--- config.mk ---
export PLATFORM = sky130hd
export DESIGN_NAME = bus_timeout_monitor
export DESIGN_NICKNAME = d
export VERILOG_FILES = /design/src/rtl/bto_pkg.sv /design/src/rtl/bto_glitch_filter.sv /design/src/rtl/bto_cond_detect.sv /design/src/rtl/bto_low_timer.sv /design/src/rtl/bus_timeout_monitor.sv
export SDC_FILE = /design/constraint.sdc
export NUM_CORES = 1
export LEC_CHECK = 0
export CAP_MARGIN = 20
export CORE_MARGIN = 4
export CORE_UTILIZATION = 26
export CTS_BUF_LIST = sky130_fd_sc_hd__clkbuf_8 sky130_fd_sc_hd__clkbuf_16
export DETAILED_ROUTE_END_ITERATION = 10
export GPL_TIMING_DRIVEN = 0
export HOLD_SLACK_MARGIN = 0.12
export PLACE_DENSITY_LB_ADDON = 0.1
export SYNTH_ARGS = -nofsm -noshare
export SYNTH_HDL_FRONTEND = slang
export SYNTH_SLANG_ARGS = --single-unit
--- constraint.sdc ---
create_clock -name clk -period 4.65 [get_ports clk]
set_clock_uncertainty 0.2 [all_clocks]
set_input_delay 0.465 -clock clk [delete_from_list [all_inputs] [get_ports clk]]
set_output_delay 0.465 -clock clk [all_outputs]
set_load 0.01 [all_outputs]
--- src/rtl/bto_pkg.sv ---
package bto_pkg;

  // Index of each line in the raw/filtered line vectors
  localparam int LINE_SCL = 0;
  localparam int LINE_SDA = 1;
  localparam int NUM_LINES = 2;

  // Bus events decoded from the filtered lines
  typedef struct packed {
    logic start;
    logic stop;
    logic scl_rise;
    logic scl_fall;
  } bus_evt_t;

endpackage

--- src/rtl/bto_glitch_filter.sv ---
// Stable-count filter: the output follows the input only after the input
// has differed from the output for FILT_CYC consecutive samples.
module bto_glitch_filter #(
  parameter int FILT_CYC = 4
) (
  input  logic clk,
  input  logic rst_n,
  input  logic din,
  output logic dout
);
  localparam int CW = $clog2(FILT_CYC + 1);
  localparam logic [CW-1:0] LAST = CW'(FILT_CYC - 1);

  logic          q;
  logic [CW-1:0] cnt;

  always_ff @(posedge clk) begin
    if (!rst_n) begin
      q   <= 1'b1;
      cnt <= '0;
    end else if (din == q) begin
      cnt <= '0;
    end else if (cnt == LAST) begin
      q   <= din;
      cnt <= '0;
    end else begin
      cnt <= cnt + 1'b1;
    end
  end

  assign dout = q;
endmodule

--- src/rtl/bto_cond_detect.sv ---
// Decodes Start/Stop and clock edges from the filtered lines.
module bto_cond_detect
  import bto_pkg::*;
(
  input  logic     clk,
  input  logic     rst_n,
  input  logic     scl,
  input  logic     sda,
  output bus_evt_t evt
);
  logic scl_d, sda_d;

  always_ff @(posedge clk) begin
    if (!rst_n) begin
      scl_d <= 1'b1;
      sda_d <= 1'b1;
    end else begin
      scl_d <= scl;
      sda_d <= sda;
    end
  end

  always_comb begin
    evt.start    = scl_d & scl & sda_d & ~sda;
    evt.stop     = scl_d & scl & ~sda_d & sda;
    evt.scl_rise = ~scl_d & scl;
    evt.scl_fall = scl_d & ~scl;
  end
endmodule

--- src/rtl/bto_low_timer.sv ---
// Counts cycles of filtered SCL low, saturating at THRESH; emits one
// registered pulse on the cycle the count reaches THRESH.
module bto_low_timer #(
  parameter int THRESH = 40,
  parameter int CNT_W  = $clog2(THRESH + 1)
) (
  input  logic             clk,
  input  logic             rst_n,
  input  logic             scl,
  output logic             expire,
  output logic [CNT_W-1:0] low_cnt
);
  localparam logic [CNT_W-1:0] TOP  = CNT_W'(THRESH);
  localparam logic [CNT_W-1:0] PRE  = CNT_W'(THRESH - 1);

  always_ff @(posedge clk) begin
    if (!rst_n) begin
      low_cnt <= '0;
      expire  <= 1'b0;
    end else begin
      expire <= ~scl & (low_cnt == PRE);
      if (scl)
        low_cnt <= '0;
      else if (low_cnt != TOP)
        low_cnt <= low_cnt + 1'b1;
    end
  end
endmodule

--- src/rtl/bus_timeout_monitor.sv ---
module bus_timeout_monitor
  import bto_pkg::*;
#(
  parameter int LOW_MIN_CYC = 3_125_000,
  parameter int LOW_MAX_CYC = 4_375_000,
  parameter int FILT_CYC    = 4
) (
  input  logic clk,
  input  logic rst_n,
  input  logic scl_i,
  input  logic sda_i,
  output logic iface_rst_o,
  output logic ready_o
);
  localparam int THRESH_CYC = (LOW_MIN_CYC + LOW_MAX_CYC) / 2;
  localparam int CNT_W      = $clog2(THRESH_CYC + 1);

  logic [NUM_LINES-1:0] raw_lines;
  logic [NUM_LINES-1:0] flt_lines;
  logic                 scl_flt;
  logic                 sda_flt;
  bus_evt_t             evt;
  logic                 start_det;
  logic                 expire;
  logic [CNT_W-1:0]     low_cnt;
  logic                 ignore_q;

  assign raw_lines[LINE_SCL] = scl_i;
  assign raw_lines[LINE_SDA] = sda_i;

  for (genvar g = 0; g < NUM_LINES; g++) begin : g_filt
    bto_glitch_filter #(.FILT_CYC(FILT_CYC)) u_filt (
      .clk  (clk),
      .rst_n(rst_n),
      .din  (raw_lines[g]),
      .dout (flt_lines[g])
    );
  end

  assign scl_flt = flt_lines[LINE_SCL];
  assign sda_flt = flt_lines[LINE_SDA];

  bto_cond_detect u_cond (
    .clk  (clk),
    .rst_n(rst_n),
    .scl  (scl_flt),
    .sda  (sda_flt),
    .evt  (evt)
  );

  assign start_det = evt.start;

  bto_low_timer #(.THRESH(THRESH_CYC), .CNT_W(CNT_W)) u_timer (
    .clk    (clk),
    .rst_n  (rst_n),
    .scl    (scl_flt),
    .expire (expire),
    .low_cnt(low_cnt)
  );

  // Ignore flag: set by a timeout, cleared only by a fresh Start
  always_ff @(posedge clk) begin
    if (!rst_n)         ignore_q <= 1'b0;
    else if (expire)    ignore_q <= 1'b1;
    else if (start_det) ignore_q <= 1'b0;
  end

  assign iface_rst_o = expire;
  assign ready_o     = ~ignore_q;
endmodule

==> results.sh, run 1 <==
export IMPL_run_status="finished clean"
export IMPL_post_cts_setup_buffers=0
export IMPL_timing_critical_path_to_type="register"
export IMPL_drt_total_wl_um=3170
export IMPL_yosysWarningCount=0
export IMPL_worstSkewPairLatency_ps=290
export IMPL_synth_seq_area_share_pct=43.9
export IMPL_detailed_place_area_sq_mm=0.00169
export IMPL_grt_setup_unrepaired="false"
export IMPL_synth_net_count=181
export IMPL_portBuffers=5
export IMPL_worst_setup_path_start_kind="register"
export IMPL_ff_latch_area_sq_um=681
export IMPL_ys_ff_latch=34
export IMPL_post_route_period_util_pct=40.6
export IMPL_p_leak_uw=0.000586
export IMPL_cp_cell_sequence="ha_1 -> and3_2 -> nand4_2 -> or3_1 -> a21oi_1"
export IMPL_io_pins=6
export IMPL_detailedRoute_firstPassIterationCount=4
export IMPL_timing_worst_setup_path_type="reg -> reg"
export IMPL_grt_start_max_net_pins=13
export IMPL_floorplan_initialDensity_pct=27.5
export IMPL_cts_max_path_buffers=2
export IMPL_layout_drive_gt1_share_pct=9.24
export IMPL_grt_pass1_wl_um=5540
export IMPL_layout_nets=193
export IMPL_routed_via_count=1233
export IMPL_critical_path_slowest_cell="dfxtp_1"
export IMPL_synth_async_reset_ratio_pct=0
export IMPL_gr_total_overflow=0
export IMPL_yosysUniqueCellTypes=37
export IMPL_worst_hold_path_type="reg -> reg"
export IMPL_cts_max_level=2
export IMPL_post_route_drc_count=0
export IMPL_worst_pin_slew_ps=498
export IMPL_die_w_um=85.3
export IMPL_worstHoldStart="g_filt[0].u_filt.cnt[0]$_SDFF_PP0_"
export IMPL_vias_per_cell=4.82
export IMPL_cts_repair_resize_count=0
export IMPL_drt_antenna_violating_nets=0
export IMPL_antenna_found_initial=0
export IMPL_fp_dieH_um=85.3
export IMPL_place_hpwl_um=2290
export IMPL_r2r_start="u_timer.low_cnt[0]$_SDFFE_PP0P_"
export IMPL_postSynthAreaPerCell_sq_um=9.07
export IMPL_finalHoldViolCount=0
export IMPL_critical_path_peak_fanout=6
export IMPL_syn_area_sq_mm=0.00155
export IMPL_achievable_frequency_mhz=529
export IMPL_data_arrival_at_the_endpoint_of_the_critical_path_ps=1910
export IMPL_cts_hold_buf=0
export IMPL_syn2layout_area_growth_pct=17.9
export IMPL_final_max_slew_viol_count=0
export IMPL_maxSlewHeadroom_pct=66.8
export IMPL_number_of_diodes_added_for_antenna_fixing=0
export IMPL_wl_per_cell_um=12.4
export IMPL_cts_buffers_inserted=5
export IMPL_multiInputGateArea_sq_um=800
export IMPL_critPathMaxStageDelay_ps=420
export IMPL_power_density_mw_per_mm2=346
export IMPL_post_synth_inst_count=171
export IMPL_critical_path_launch_point="u_timer.low_cnt[0]$_SDFFE_PP0P_"
export IMPL_grt_util_all_layers_pct=9.56
export IMPL_yosys_most_used_dff="dfxtp_1"
export IMPL_final_instance_count_excl_fill=256
export IMPL_drt_first_iter_violations=71
export IMPL_cp_top_family="simple AND/OR/NAND/NOR gates"
export IMPL_fillers=597
export IMPL_synth_edf_count=0
export IMPL_peakVddDrop_uv=130
export IMPL_setup_total_negative_slack_ps=0
export IMPL_report_final_setup_viol=0
export IMPL_fp_dieArea_sq_mm=0.00727
export IMPL_place_inst=248
export IMPL_min_period_ps=1890
export IMPL_design_core_area_sq_mm=0.00564
export IMPL_root_buffer="clkbuf_8"
export IMPL_critical_path_required_ps=4670
export IMPL_drv_max_cap_violation_count=0
export IMPL_gp_congestion=0.809
export IMPL_clkSlewWorstSetupHoldPaths_ps=70
export IMPL_tritoncts="done"
export IMPL_worst_path_buf_inv=0
export IMPL_rows=27
export IMPL_tritoncts_num_sinks=34
export IMPL_finalInstanceArea_sq_mm=0.00183
export IMPL_vias_in_the_first_global_route=1209
==> flip-flops by register name, indices dropped and copies added (netlist names) <==
signal and count:
u_cond.scl_d 1, u_timer.expire 1, ignore_q 1, u_cond.sda_d 1, g_filt.u_filt.dout 2, u_timer.low_cnt 22
g_filt.u_filt.cnt 6
==> synthesized netlist by cell type (2+ instances only) <==
| cell type | number | area share, % |
|---|---|---|
| o21a_1 | 2 | 0.97 |
| xor2_1 | 8 | 4.5 |
| o21ai_0 | 8 | 2.6 |
| nor4_1 | 2 | 0.81 |
| ha_1 | 6 | 4.8 |
| nand4b_1 | 2 | 1.1 |
| a21oi_1 | 11 | 3.5 |
| nor3_1 | 4 | 1.3 |
| nor2_1 | 17 | 4.1 |
| buf_4 | 2 | 0.97 |
| and3_1 | 2 | 0.81 |
| nand2b_1 | 3 | 1.2 |
| dfxtp_1 | 34 | 44 |
| mux2i_1 | 2 | 1.3 |
| nand2_1 | 8 | 1.9 |
| xnor2_1 | 4 | 2.3 |
| and4_1 | 6 | 3.4 |
| nand4_1 | 6 | 2.4 |
| or4_1 | 3 | 1.5 |
| nand3b_1 | 2 | 0.97 |
| o31ai_1 | 2 | 0.97 |
| nor4bb_1 | 2 | 1.3 |
| nand3_1 | 7 | 2.3 |
| clkbuf_1 | 2 | 0.48 |
| inv_1 | 10 | 2.4 |
| or3_1 | 5 | 2.0 |
==> layout make-up <==
type / instances / area share, %
Sequential cell: 34 / 37.2
Inverter: 10 / 2.05
Buffer: 5 / 1.85
Multi-Input combinational cell: 122 / 43.7
Clock buffer: 5 / 3.76
Tap cell: 72 / 4.92
Clock inverter: 3 / 3.76
Timing Repair Buffer: 5 / 2.74
==> metal layers <==
metal	part of all wire (%)	vias to the layer above	GRT usage (%)	wire [um]
met5	0	-	0	0
met4	1.1	0	4.89	34
met3	3.2	4	2.91	103
met2	48	11	15.7	1510
met1	48	584	11.2	1520
li1	-	634	-	-
==> cell usage in the layout (no fill, tap or decap), drive strengths merged <==
master          n
dfxtp          34
nor2           17
a21oi          11
inv            10
xor2            8
nand2           8
o21ai           8
nand3           8
nand4           7
and4            7
clkbuf          7
ha              6
or3             5
clkdlybuf4s50   5
nor3            4
xnor2           4
nand2b          3
or4             3
buf             3
and3            3
nor4bb          2
nor4            2
o21a            2
nand3b          2
nand4b          2
o31ai           2
mux2i           2
bufinv          2
and2            2
nor2b           1
or2b            1
and2b           1
o21ba           1
clkinv          1
==> path summary, 6_finish.rpt <==
kind / end / slack [ps] / cells after the start
hold / removal: g_filt[0].u_filt.cnt[0]$_SDFF_PP0_ / 220 / 1
setup / recovery: u_timer.low_cnt[20]$_SDFFE_PP0P_ / 2760 / 5
setup reg to reg: u_timer.low_cnt[20]$_SDFFE_PP0P_ / 2760 / 5
hold reg to reg: g_filt[0].u_filt.cnt[0]$_SDFF_PP0_ / 220 / 1
==> where the power goes <==
group | internal [uW] | leakage (uW) | switching (uW) | total [uW]
sequential | 293 | 0.000275 | 1.07 | 294
combinational | 4.91 | 0.000243 | 4.42 | 9.32
clock | 215 | 0.0000683 | 114 | 329
total | 513 | 0.000586 | 120 | 632
==> metrics by stage <==
stage                     util (%)  total power (uW)  hold slack, ps  setup WS (ps)
after floorplan                  -               305             199           2990
after global placement        30.0               310             206           2490
after detailed placement      30.0               311             222           2430
after CTS                     32.4               642             233           2740
after global routing          32.4               652             250           2630
final                         32.4               632             224           2760
==> kinds of logic after synthesis <==
kind of cell / share of synthesized area, %
flops: 43.9
fa+ha+maj: 4.84
simple gates: 29.9
xor+xnor: 6.77
buf+inv: 4.60
mux: 1.29
compound gates: 8.71
(Power assumes the default switching activity.)
==> inputs of run 2 (changes only) <==
==> constraint.sdc (replaced) <==
create_clock -name clk -period 1.7 [get_ports clk]
set_clock_uncertainty 0.2 [all_clocks]
set_input_delay 0.17 -clock clk [delete_from_list [all_inputs] [get_ports clk]]
set_output_delay 0.17 -clock clk [all_outputs]
set_load 0.01 [all_outputs]
==> results.sh, run 2 (synthesis gave the netlist of run 1 again) <==
export IMPL_run_status="finished clean"
export IMPL_cts_buffers_inserted=5
export IMPL_io_pins=6
export IMPL_tritoncts_num_sinks=34
export IMPL_cellInternalPower_uw=1390
export IMPL_power_switching_fraction_pct=19.0
export IMPL_floorplan_initialDensity_pct=27.5
export IMPL_grt_util_all_layers_pct=9.94
export IMPL_p_leak_uw=0.000651
export IMPL_finalWorstSetupSlack_ps=10.5
export IMPL_vias_per_cell=4.82
export IMPL_data_arrival_at_the_endpoint_of_the_critical_path_ps=1710
export IMPL_finalHoldViolCount=0
export IMPL_worst_path_buf_inv=1
export IMPL_final_common_cell="dfxtp_1"
export IMPL_detailedRoute_firstPassIterationCount=4
export IMPL_power_frac_seq_pct=46.2
export IMPL_critical_path_required_ps=1720
export IMPL_rows=27
export IMPL_antenna_found_initial=0
export IMPL_worst_hold_path_type="reg -> reg"
export IMPL_design_power_total_uw=1720
export IMPL_mostFrequentLayoutCells="dfxtp_1 (20), nor2_1 (17), inv_1 (10), a21oi_1 (10), buf_4 (9)"
export IMPL_root_buffer="clkbuf_8"
export IMPL_final_max_slew_viol_count=0
export IMPL_drt_antenna_violating_nets=0
export IMPL_maxSlewHeadroom_pct=63.9
export IMPL_grt_pass1_wl_um=5800
export IMPL_number_of_diodes_added_for_antenna_fixing=0
export IMPL_die_w_um=85.3
export IMPL_cp_cell_sequence="and4_1 -> buf_6 -> nand3_2 -> or4_1 -> a21oi_1"
export IMPL_achievable_frequency_mhz=592
export IMPL_wl_per_cell_um=12.5
export IMPL_grt_setup_unrepaired="true"
export IMPL_post_route_drc_count=0
export IMPL_gr_total_overflow=0
export IMPL_post_route_period_util_pct=99.4
export IMPL_worstSkewPairLatency_ps=290
export IMPL_critical_path_slowest_cell="or4_1"
export IMPL_report_final_setup_viol=0
export IMPL_gp_congestion=0.809
export IMPL_share_clk_of_total_power_pct=52.3
export IMPL_min_period_ps=1690
export IMPL_grt_start_max_net_pins=13
export IMPL_timing_worst_setup_path_type="reg -> reg"
export IMPL_power_density_mw_per_mm2=864
export IMPL_final_util_pct=35.3
export IMPL_design_core_area_sq_mm=0.00564
export IMPL_worst_setup_path_start_kind="register"
export IMPL_layout_nets=202
export IMPL_fp_dieH_um=85.3
export IMPL_layout_drive_gt1_share_pct=24.9
export IMPL_routed_via_count=1276
export IMPL_clkSlewWorstSetupHoldPaths_ps=70
export IMPL_place_hpwl_um=2290
export IMPL_detailed_place_area_sq_mm=0.00169
export IMPL_power_net_switching_uw=327
export IMPL_max_flop_register="u_timer.low_cnt"
export IMPL_drv_max_cap_violation_count=0
export IMPL_drt_first_iter_violations=51
export IMPL_critPathMaxStageDelay_ps=510
export IMPL_dp_slack_ps=-229
export IMPL_critical_path_peak_fanout=4
export IMPL_drt_total_wl_um=3310
export IMPL_syn2layout_area_growth_pct=28.2
export IMPL_peakVddDrop_uv=373
export IMPL_timing_critical_path_to_type="register"
export IMPL_fp_dieArea_sq_mm=0.00727
export IMPL_whs_ps=224
export IMPL_cts_max_path_buffers=2
export IMPL_worst_pin_slew_ps=541
export IMPL_cts_max_level=2
export IMPL_largest_register_ffs=22
export IMPL_fillers=588
export IMPL_vias_in_the_first_global_route=1262
export IMPL_timing_reg2reg_setup_slack_ps=10
export IMPL_power_frac_comb_pct=1.5
export IMPL_cp_top_family="simple AND/OR/NAND/NOR gates"
export IMPL_portBuffers=5
export IMPL_tritoncts="done"
export IMPL_finalInstanceArea_sq_mm=0.00199
==> run 2: cell types whose count changed in the layout (fill, tap and decap cells not counted), moves of 2 or more <==
cell,before,now
dfxtp_1,34,20
buf_4,2,9
dfxtp_2,0,7
buf_6,1,3
dfxtp_4,0,7
==> run 2: worst reg2reg max path: cells and delay by family, from the launching register on <==
kind,cells,cell delay (ps)
and+or+nand+nor,3,800
DFF,1,370
AOI/OAI and AO/OA,1,130
buffers and inverters,1,120
==> run 2: worst paths after layout <==
path | depth (start not counted) | from | end
worst min-delay path | 1 | g_filt[0].u_filt.cnt[0]$_SDFF_PP0_ | g_filt[0].u_filt.cnt[0]$_SDFF_PP0_
worst max-delay path | 5 | u_timer.low_cnt[0]$_SDFFE_PP0P_ | u_timer.low_cnt[21]$_SDFFE_PP0P_
worst max register to register | 5 | u_timer.low_cnt[0]$_SDFFE_PP0P_ | u_timer.low_cnt[21]$_SDFFE_PP0P_
worst min register to register | 1 | g_filt[0].u_filt.cnt[0]$_SDFF_PP0_ | g_filt[0].u_filt.cnt[0]$_SDFF_PP0_
==> run 2: power groups by stage <==
| stage | Clock, uW | Combinational [uW] | Sequential [uW] |
|---|---|---|---|
| final | 899 | 25.8 | 793 |
| after global routing | 950 | 30.3 | 793 |
| after CTS | 925 | 26.7 | 795 |
| after detailed placement | 0 | 26.4 | 823 |
| after global placement | 0 | 24.4 | 823 |
| after floorplan | 0 | 12.9 | 822 |
==> run 2: stage by stage <==
stage | TNS (ps) | std cells
CTS | -40.7 | 262
floorplan | 0 | 171
global route | -477 | 265
global placement | -3010 | 248
finish | 0 | 265
detailed placement | -3730 | 248
==> run 2: repair_timing <==
| action | in CTS | in global routing |
|---|---|---|
| endpoints found under the setup margin | 11 | 12 |
| gates resized for setup | 22 | 13 |
| pin swaps | 3 | 6 |
| hold buffers | 0 | 0 |
| setup buffers | 6 | 3 |
==> run 2: area by class of cell <==
class	instances	area (sq um)	area share, %
Buffer	5	41.3	2.08
Clock buffer	5	68.8	3.46
Clock inverter	3	68.8	3.46
Inverter	10	37.5	1.89
Multi-Input combinational cell	122	850	42.7
Sequential cell	34	716	36.0
Tap cell	72	90.1	4.53
Timing Repair Buffer	14	118	5.91
==> run 2: layer usage <==
metal | share of wire [%] | global-route usage [%]
met5 | 0 | 0
met2 | 47 | 16.3
met3 | 3.7 | 3.01
met1 | 48 | 11.5
met4 | 1.3 | 5.32
